$ cat src/rtl/eeacc_pkg.sv
package eeacc_pkg;
  typedef enum logic [2:0] {
    ST_IDLE, ST_ADDR, ST_WADDR, ST_WDATA, ST_READ
  } eeState_t;

  typedef struct packed {
    logic loadAddr;
    logic storeByte;
    logic readNext;
    logic clearBuf;
    logic commit;
  } eeStrobe_t;
endpackage

$ cat src/rtl/eeacc_ctrl.sv
module eeacc_ctrl
  import eeacc_pkg::*;
#(
  parameter int WRITE_CYCLES = 50,
  parameter int DEV_W = 6,
  parameter int DATA_W = 8
) (
  input  logic              clk,
  input  logic              rstN,
  input  logic [DEV_W-1:0]  devAddr,
  input  logic              startSeen,
  input  logic              stopSeen,
  input  logic              rxValid,
  input  logic [DATA_W-1:0] rxByte,
  input  logic              txReq,
  input  logic              anyValid,
  output eeStrobe_t         strobe,
  output logic              ackValid,
  output logic              ackOut,
  output logic              portHit,
  output logic              busy
);
  localparam int CW = $clog2(WRITE_CYCLES + 1);

  eeState_t state;
  logic [CW-1:0] cnt;
  logic idMatch, memMatch, portMatch;

  assign idMatch   = (rxByte[DEV_W:1] == devAddr);
  assign memMatch  = rxByte[DATA_W-1] && idMatch;
  assign portMatch = !rxByte[DATA_W-1] && idMatch;

  always_comb begin
    strobe = '0;
    strobe.loadAddr  = rxValid && (state == ST_WADDR);
    strobe.storeByte = rxValid && (state == ST_WDATA);
    strobe.readNext  = txReq && (state == ST_READ);
    strobe.clearBuf  = startSeen && !busy;
    strobe.commit    = busy && (cnt == '0);
  end

  always_ff @(posedge clk or negedge rstN) begin
    if (!rstN) begin
      state    <= ST_IDLE;
      ackValid <= 1'b0;
      ackOut   <= 1'b0;
      portHit  <= 1'b0;
    end else begin
      ackValid <= rxValid;
      portHit  <= 1'b0;
      if (startSeen) begin
        state <= ST_ADDR;
      end else if (stopSeen) begin
        state <= ST_IDLE;
      end else if (rxValid) begin
        unique case (state)
          ST_ADDR: begin
            ackOut  <= (memMatch && !busy) || portMatch;
            portHit <= portMatch;
            if (memMatch && !busy)
              state <= rxByte[0] ? ST_READ : ST_WADDR;
            else
              state <= ST_IDLE;
          end
          ST_WADDR: begin
            ackOut <= 1'b1;
            state  <= ST_WDATA;
          end
          ST_WDATA: ackOut <= 1'b1;
          default:  ackOut <= 1'b0;
        endcase
      end
    end
  end

  always_ff @(posedge clk or negedge rstN) begin
    if (!rstN) begin
      busy <= 1'b0;
      cnt  <= '0;
    end else if (busy) begin
      if (cnt == '0) busy <= 1'b0;
      else           cnt  <= cnt - 1'b1;
    end else if (stopSeen && state == ST_WDATA && anyValid) begin
      busy <= 1'b1;
      cnt  <= CW'(WRITE_CYCLES - 1);
    end
  end
endmodule

$ cat src/rtl/eeacc_data.sv
module eeacc_data
  import eeacc_pkg::*;
#(
  parameter int ADDR_W = 8,
  parameter int PAGE_W = 4,
  parameter int DATA_W = 8
) (
  input  logic              clk,
  input  logic              rstN,
  input  eeStrobe_t         strobe,
  input  logic [DATA_W-1:0] rxByte,
  output logic [DATA_W-1:0] txByte,
  output logic              anyValid
);
  localparam int DEPTH = 1 << ADDR_W;
  localparam int PAGE  = 1 << PAGE_W;

  logic [DATA_W-1:0] memArr [DEPTH];
  logic [DATA_W-1:0] pageBuf [PAGE];
  logic [PAGE-1:0]   pageVld;
  logic [ADDR_W-1:0] addrCnt;

  assign anyValid = |pageVld;

  always_ff @(posedge clk or negedge rstN) begin
    if (!rstN) begin
      addrCnt <= '0;
      txByte  <= '0;
    end else if (strobe.loadAddr) begin
      addrCnt <= rxByte[ADDR_W-1:0];
    end else if (strobe.storeByte) begin
      addrCnt[PAGE_W-1:0] <= addrCnt[PAGE_W-1:0] + 1'b1;
    end else if (strobe.readNext) begin
      txByte  <= memArr[addrCnt];
      addrCnt <= addrCnt + 1'b1;
    end
  end

  always_ff @(posedge clk or negedge rstN) begin
    if (!rstN) begin
      pageVld <= '0;
    end else if (strobe.commit || strobe.clearBuf) begin
      pageVld <= '0;
    end else if (strobe.storeByte) begin
      pageVld[addrCnt[PAGE_W-1:0]] <= 1'b1;
    end
  end

  always_ff @(posedge clk) begin
    if (strobe.storeByte) pageBuf[addrCnt[PAGE_W-1:0]] <= rxByte;
  end

  for (genvar g = 0; g < DEPTH; g++) begin : g_cell
    localparam logic [PAGE_W-1:0] SLOT = PAGE_W'(g % PAGE);
    localparam logic [ADDR_W-PAGE_W-1:0] PG = (ADDR_W-PAGE_W)'(g / PAGE);
    always_ff @(posedge clk or negedge rstN) begin
      if (!rstN)
        memArr[g] <= '0;
      else if (strobe.commit && pageVld[SLOT] && addrCnt[ADDR_W-1:PAGE_W] == PG)
        memArr[g] <= pageBuf[SLOT];
    end
  end
endmodule

$ cat src/rtl/eeprom_access.sv
module eeprom_access
  import eeacc_pkg::*;
#(
  parameter int WRITE_CYCLES = 50
) (
  input  logic       clk,
  input  logic       rstN,
  input  logic [5:0] devAddr,
  input  logic       startSeen,
  input  logic       stopSeen,
  input  logic       rxValid,
  input  logic [7:0] rxByte,
  input  logic       txReq,
  output logic       ackValid,
  output logic       ackOut,
  output logic       portHit,
  output logic [7:0] txByte,
  output logic       busy
);
  eeStrobe_t strobe;
  logic anyValid;

  eeacc_ctrl #(.WRITE_CYCLES(WRITE_CYCLES), .DEV_W(6), .DATA_W(8)) u_ctrl (
    .clk(clk), .rstN(rstN), .devAddr(devAddr), .startSeen(startSeen),
    .stopSeen(stopSeen), .rxValid(rxValid), .rxByte(rxByte), .txReq(txReq),
    .anyValid(anyValid), .strobe(strobe), .ackValid(ackValid),
    .ackOut(ackOut), .portHit(portHit), .busy(busy)
  );

  eeacc_data #(.ADDR_W(8), .PAGE_W(4), .DATA_W(8)) u_data (
    .clk(clk), .rstN(rstN), .strobe(strobe), .rxByte(rxByte),
    .txByte(txByte), .anyValid(anyValid)
  );
endmodule

$ cat config.mk
export PLATFORM = sky130hd
export DESIGN_NAME = eeprom_access
export DESIGN_NICKNAME = d
export VERILOG_FILES = /design/src/rtl/eeacc_pkg.sv /design/src/rtl/eeacc_ctrl.sv /design/src/rtl/eeacc_data.sv /design/src/rtl/eeprom_access.sv
export SDC_FILE = /design/constraint.sdc
export NUM_CORES = 2
export LEC_CHECK = 0
export ABC_AREA = 1
export CAP_MARGIN = 20
export CORE_MARGIN = 5
export CORE_UTILIZATION = 40
export CTS_CLUSTER_DIAMETER = 120
export CTS_CLUSTER_SIZE = 28
export DETAILED_ROUTE_END_ITERATION = 7
export DONT_BUFFER_PORTS = 1
export PLACE_DENSITY_LB_ADDON = 0.05
export SETUP_SLACK_MARGIN = 0.5
export SYNTH_ARGS = -nofsm -noshare
export SYNTH_HDL_FRONTEND = slang
export SYNTH_SLANG_ARGS = --single-unit
$ cat constraint.sdc
create_clock -name clk -period 4.3 [get_ports clk]
set_input_delay 0.86 -clock clk [delete_from_list [all_inputs] [get_ports clk]]
set_output_delay 0.86 -clock clk [all_outputs]
set_load 0.01 [all_outputs]
== After elaboration in Yosys (flattened, before gate mapping) ==
Memories as Yosys holds them, arrays and structs flattened.
Cells that the tools add are included.

* Bits in registers: 2093
* RAM bits: 128
* Input port bits: 20
* Word-level logic and storage cells: 633
* Memories kept: 1

{| class="wikitable"
|+ Memories
! memory !! depth !! width !! rd ports !! clocked after memory_dff !! wr ports !! RTL line !! text
|-
| u_data.pageBuf || 16 || 8 || 16 || 0 || 1 || eeacc_data.sv:19 || <nowiki>logic [DATA_W-1:0] pageBuf [PAGE];</nowiki>
|}

* Add/subtract/negate cells: 3
* Magnitude comparators: 3
* Equality and inequality tests: 22
* Multiplexer cells: 30
* Bitwise gates (word level): 6
* Reductions and logical operators: 302

{| class="wikitable"
|+ Operator list
! cell !! count
|-
| $logic_and 1x1->1 || 283
|-
| $bmux 8 s8 || 1
|-
| $eq 4x4->1 const B || 8
|-
| $mux 16 || 2
|-
| $mux 8 || 4
|-
| $mux 6 || 3
|-
| $eq 4x3->1 const B || 4
|-
| $or 16x16->16 || 1
|-
| $reduce_or 16->1 || 1
|-
| $mux 3 || 5
|-
| $mux 1 || 10
|-
| $ge 9x9->1 const B || 1
|-
| $not 8->9 || 1
|-
| $add 8x1->8 const B || 1
|-
| $eq 4x2->1 const B || 2
|-
| $mux 4 || 2
|-
| $eq 3x2->1 const B || 2
|-
| $eq 6x6->1 || 1
|-
| $logic_not 6->1 || 1
|-
| $pmux 3 s2 || 1
|-
| $reduce_and 2->1 || 3
|-
| $reduce_and 3->1 || 2
|-
| $reduce_bool 2->1 || 3
|-
| $reduce_bool 3->1 || 2
|-
| 17 further kinds || 22
|}

== Depth between registers and ports, before layout ==
* Word-level depth: 8
* Mapped depth: 21
* Mapped depth without buffers: 15

== Hierarchy ==
A second synthesis with hierarchy kept.

* Cells, all modules: 13156
* Area total of the unflattened synthesis: 101625.0 um^2

{| class="wikitable"
|+ By module, submodules not included
! module !! instances !! cells each !! area each (um^2)
|-
| eeacc_data || 1 || 13041 || 100794.2
|-
| eeacc_ctrl || 1 || 115 || 830.8
|}

== Least setup slack after synthesis ==
No wires, ideal clock.

* Kind: reg-to-reg
* Start point: register u_data.addrCnt[3]
* End point: memory u_data.pageBuf[3][0], enable pin
* Setup time: 386 ps
* Data arrival time: 1956 ps
* Required time: 3914 ps
* Setup slack: 1958 ps
* Stages on the path, launching flop included: 6
* Cell sequence: dfrtp_1 nor2_1 clkbuf_1 clkbuf_1 inv_1 nor3_1

{| class="wikitable"
|+ RTL lines
! item !! RTL line !! text
|-
| from (decl) || eeacc_data.sv:21 || <nowiki>logic [ADDR_W-1:0] addrCnt;</nowiki>
|-
| from (signal assigned) || eeacc_data.sv:30 || <nowiki>addrCnt <= rxByte[ADDR_W-1:0];</nowiki>
|-
| from (signal, indexed assignment) || eeacc_data.sv:32 || <nowiki>addrCnt[PAGE_W-1:0] <= addrCnt[PAGE_W-1:0] + 1'b1;</nowiki>
|-
| from (signal assigned) || eeacc_data.sv:35 || <nowiki>addrCnt <= addrCnt + 1'b1;</nowiki>
|-
| to (decl) || eeacc_data.sv:19 ||
|}

No word-level cell before the write port.

== Worst setup path after layout ==
* Start point: register u_data.addrCnt[1]
* End point: register u_data.txByte[2]

* Longest elaborated chain between the ends: 4

{| class="wikitable"
|+ Ends and longest elaborated chain
! item !! RTL line !! text
|-
| $not 8->9 (not written as such) || eeacc_data.sv:34 || <nowiki>txByte <= memArr[addrCnt];</nowiki>
|-
| $bmux 8 s8 || eeacc_data.sv:34 ||
|-
| $mux 8 (not written as such) (2 in series) || eeacc_data.sv:34 ||
|-
| to (signal assigned) || eeacc_data.sv:34 ||
|-
| to (decl) || eeacc_data.sv:12 || <nowiki>output logic [DATA_W-1:0] txByte,</nowiki>
|}

No other way between the ends. The select of a mux whose other input is x is not followed.
A chain may end at the register's enable or synchronous reset.

==> summary.txt <==
Status
  – Status: finished, final reports clean

Drt
  – Wirelength per Cell: 28.0 µm
  – Post-route ant nets: 0
  – Final wirelength: about 450000 µm
  – Pre-antenna DRT Iters: 8
  – Post-DR vias/cell: roughly 5.5
  – DR DRC count: 0
  – Initial DRC Count: approximately 13000
  – Vias after detailed routing: just under 90000

Synth
  – Async set-reset flop share out of synthesis: roughly 94%
  – FF+latch count, synth: approximately 2200
  – Post-synth top cells: nand2_1, o21ai_0, dfrtp_1
  – Synth Cell Area: 102000 µm²
  – Post-synthesis sequential area ratio: 55.4%
  – Cell variety after synth: 32
  – Number of enable flip-flop cells after synthesis: ~130
  – Ys flop type: dfrtp_1
  – Gate Count Post-Synth: about 13000
  – Top-area cell type share of the netlist area: about 52%
  – Area contributors post-synth: dfrtp_1, nand2_1, o21ai_0
  – Top-count cell post-synth: nand2_1
  – Cell taking the most area after synthesis: dfrtp_1
  – Synth Net Count: around 13000
  – Mapped Avg Cell Area: approximately 7.7 µm²
  – Synth Warn #: 0

CTS
  – CTS Sinks: 2221
  – CTS Buf Count: 90
  – Skew-Pair Late Insertion Delay: ~840 ps
  – Clock Tree Root: clkbuf_16
  – Setup Fix Bufs, Post-CTS: 0
  – Clk slew on worst S/H paths: 120 ps
  – CTS max path bufs: 3
  – TritonCTS clock tree: built
  – CTS HTree Levels: 3

STA
  – Tcrit/Tclk final: between 80% and 90%
  – Fmax: around 280 MHz
  – Slew Viols, Final: 0
  – Rel. slew slack: roughly 15%
  – Unrepaired setup endpoints after global routing: yes
  – Post-route minimum period: ~3600 ps
  – Slew @ Worst Pin: 1270 ps
  – Final worst setup slack: ~720 ps
  – Final hold violation count: 0
  – Final setup fails: 0
  – Clock Skew: 41.3 ps

Power and ir drop
  – Internal power: 25.6 mW
  – Switching Power: between 8 and 9 mW
  – Switching Fraction: approximately 26%
  – Max VDD drop: between 0.0002 and 0.0003 V
  – Clock share of power: 32.3%
  – Pwr/cell area: about 320 nW/µm²
  – Comb power frac: approximately 6.6%
  – Leak pwr: between 50 and 60 nW
  – Sequential Power Share: about three fifths
  – Pwr Total: roughly 34 mW

Floorplanning
  – Ports: 32
  – Placement Rows: approximately 190
  – Core area: 253000 µm²
  – Initial core utilization: between 40% and 50%
  – Die W: 514 µm
  – Die Span Y: 514 µm
  – Die ar.: between 200000 and 300000 µm²

Setup path
  – Setup crit end kind: flip-flop
  – CP arrival: 4300 ps
  – RR Endpoint: u_data.txByte[2]
  – Launch point of the worst path: u_data.addrCnt[1]
  – Flop2flop setup slack: just over 700 ps
  – CP required: 5020 ps
  – Critical path startpoint category: flip-flop
  – R2R depth: 15
  – FF-to-FF Start: u_data.addrCnt[1]
  – Critical path fanouts, max: just over 60
  – Setup CP Type: flip-flop to flip-flop

Cells and area
  – Final core occ: between 40 and 50%
  – Final cell count without fillers: approximately 16000
  – Ratio of cells with drive above 1 in the final layout: about 3.6%
  – Nets: ~13000
  – Area Overhead vs Synth: 6.80%
  – Fill count: between 20000 and 30000

Global route
  – Vias in the first global route: between 80000 and 90000
  – Pin count of the biggest net entering global routing: about 270
  – GR Overflow Total: 0
  – Gr usage total: between 30% and 40%
  – Initial antenna violation count: 52
  – First-pass GRT wire length: approximately 630000 µm

Placed design
  – GPL Wtd Cong: around 1.1
  – Cells after DPL: roughly 16000
  – I/O Buffers: 0
  – Pre-CTS WS: -453 ps
  – DPL Wire Length: between 200000 and 300000 µm

Job
  – Max-cap violation count: 0

Worst hold path
  – Hold Path Class: input pin to async pin
sequential cells by signal, indices dropped and copies added (netlist names):
register         count
u_ctrl.portHit       1
u_ctrl.ackValid      1
u_data.memArr     2048
u_ctrl.busy          1
u_ctrl.state         3
u_ctrl.ackOut        1
u_data.txByte        8
u_ctrl.cnt           6
u_data.pageBuf     128
u_data.pageVld      16
u_data.addrCnt       8
routing by layer:
layer / global-route usage [%] / share of wire (%) / vias up
met1: 47.7 / 43 / 43900
met2: 48.5 / 42 / 3892
met5: 0 / 0.0082 / -
met4: 17.1 / 5.9 / 4
li1: - / - / 40600
met3: 7.00 / 9.2 / 612
placed cells by master, fill, tap and decap left out, types with 42 or more instances in the layout:
cell          n
inv_1       651
nand2_1    4742
dfrtp_1    2091
o21ai_0    2621
clkbuf_16    92
o21ai_1     167
nand3_1     230
buf_12       42
buf_4       243
edfxtp_1    128
nor2_1     1568
timing repair:
action | CTS | global route
gates cloned | 1 | 1
gates resized for setup | 0 | 2
setup endpoints to repair | 87 | 178
hold buffers | 2 | 4
hold endpoints to repair | 10 | 14
worst max path at each step:
stage	endpoint	depth (start not counted)
finish	u_data.txByte[2]	15
global route	u_data.memArr[958]	5
CTS	u_data.txByte[2]	15
detailed placement	u_data.memArr[943]	5
global placement	u_data.memArr[958]	5
floorplan	u_data.pageBuf[3][0]	5
cell type report:
cell class / instances / area (µm²) / share of cell area, %
Clock buffer: 117 / 2380 / 2.20
Inverter: 663 / 2510 / 2.32
Timing Repair Buffer: 318 / 3510 / 3.23
Clock inverter: 11 / 123 / 0.113
Sequential cell: 2221 / 56200 / 51.8
Tap cell: 3366 / 4210 / 3.88
Multi-Input combinational cell: 9414 / 39400 / 36.4
Antenna cell: 24 / 60.1 / 0.0554
through the flow:
step	instance area (µm²)	hold slack, ps	TNS (ps)
after floorplan	102000	448	0
after global placement	105000	460	-68550
after detailed placement	106000	467	-74510
after CTS	108000	73.3	0
after global routing	108000	6.66	0
final	108000	24.9	0
critical path, cell delays in order, from the launching register on:
cell	delay, ps
dfrtp_4	750
inv_8	550
buf_12	390
nor2_1	100
o21ai_1	80
nand2_1	220
nand2_1	160
nand2_1	280
nor2_1	190
nor2_1	50
nor2_1	110
nand2_1	60
nand2_1	90
nand2_1	60
nor2_1	210
nor2_1	60
power groups by stage:
stage	clock network (mW)	registers [mW]	logic, mW
6_report	11.2	21.1	2.26
5_1_grt	12.0	21.1	2.46
4_1_cts	11.4	21.1	2.23
3_5_place_dp	0	21.5	2.22
3_3_place_gp	0	21.5	2.22
2_1_floorplan	0	21.5	1.03
cell families (layout without fill, tap and decap cells):
| logic type | Yosys count | after routing | synth area share [%] |
|---|---|---|---|
| buffers and inverters | 1494 | 1109 | 5.87 |
| flip-flops | 2221 | 2221 | 55.4 |
| AND/OR/NAND/NOR | 6592 | 6592 | 24.8 |
| adder cells (fa/ha/maj) | 6 | 6 | 0.0739 |
| AO/OA/AOI/OAI | 2808 | 2808 | 13.9 |
| other | 0 | 24 | 0 |
| XOR/XNOR | 8 | 8 | 0.0690 |
(Power assumes the default switching activity.)
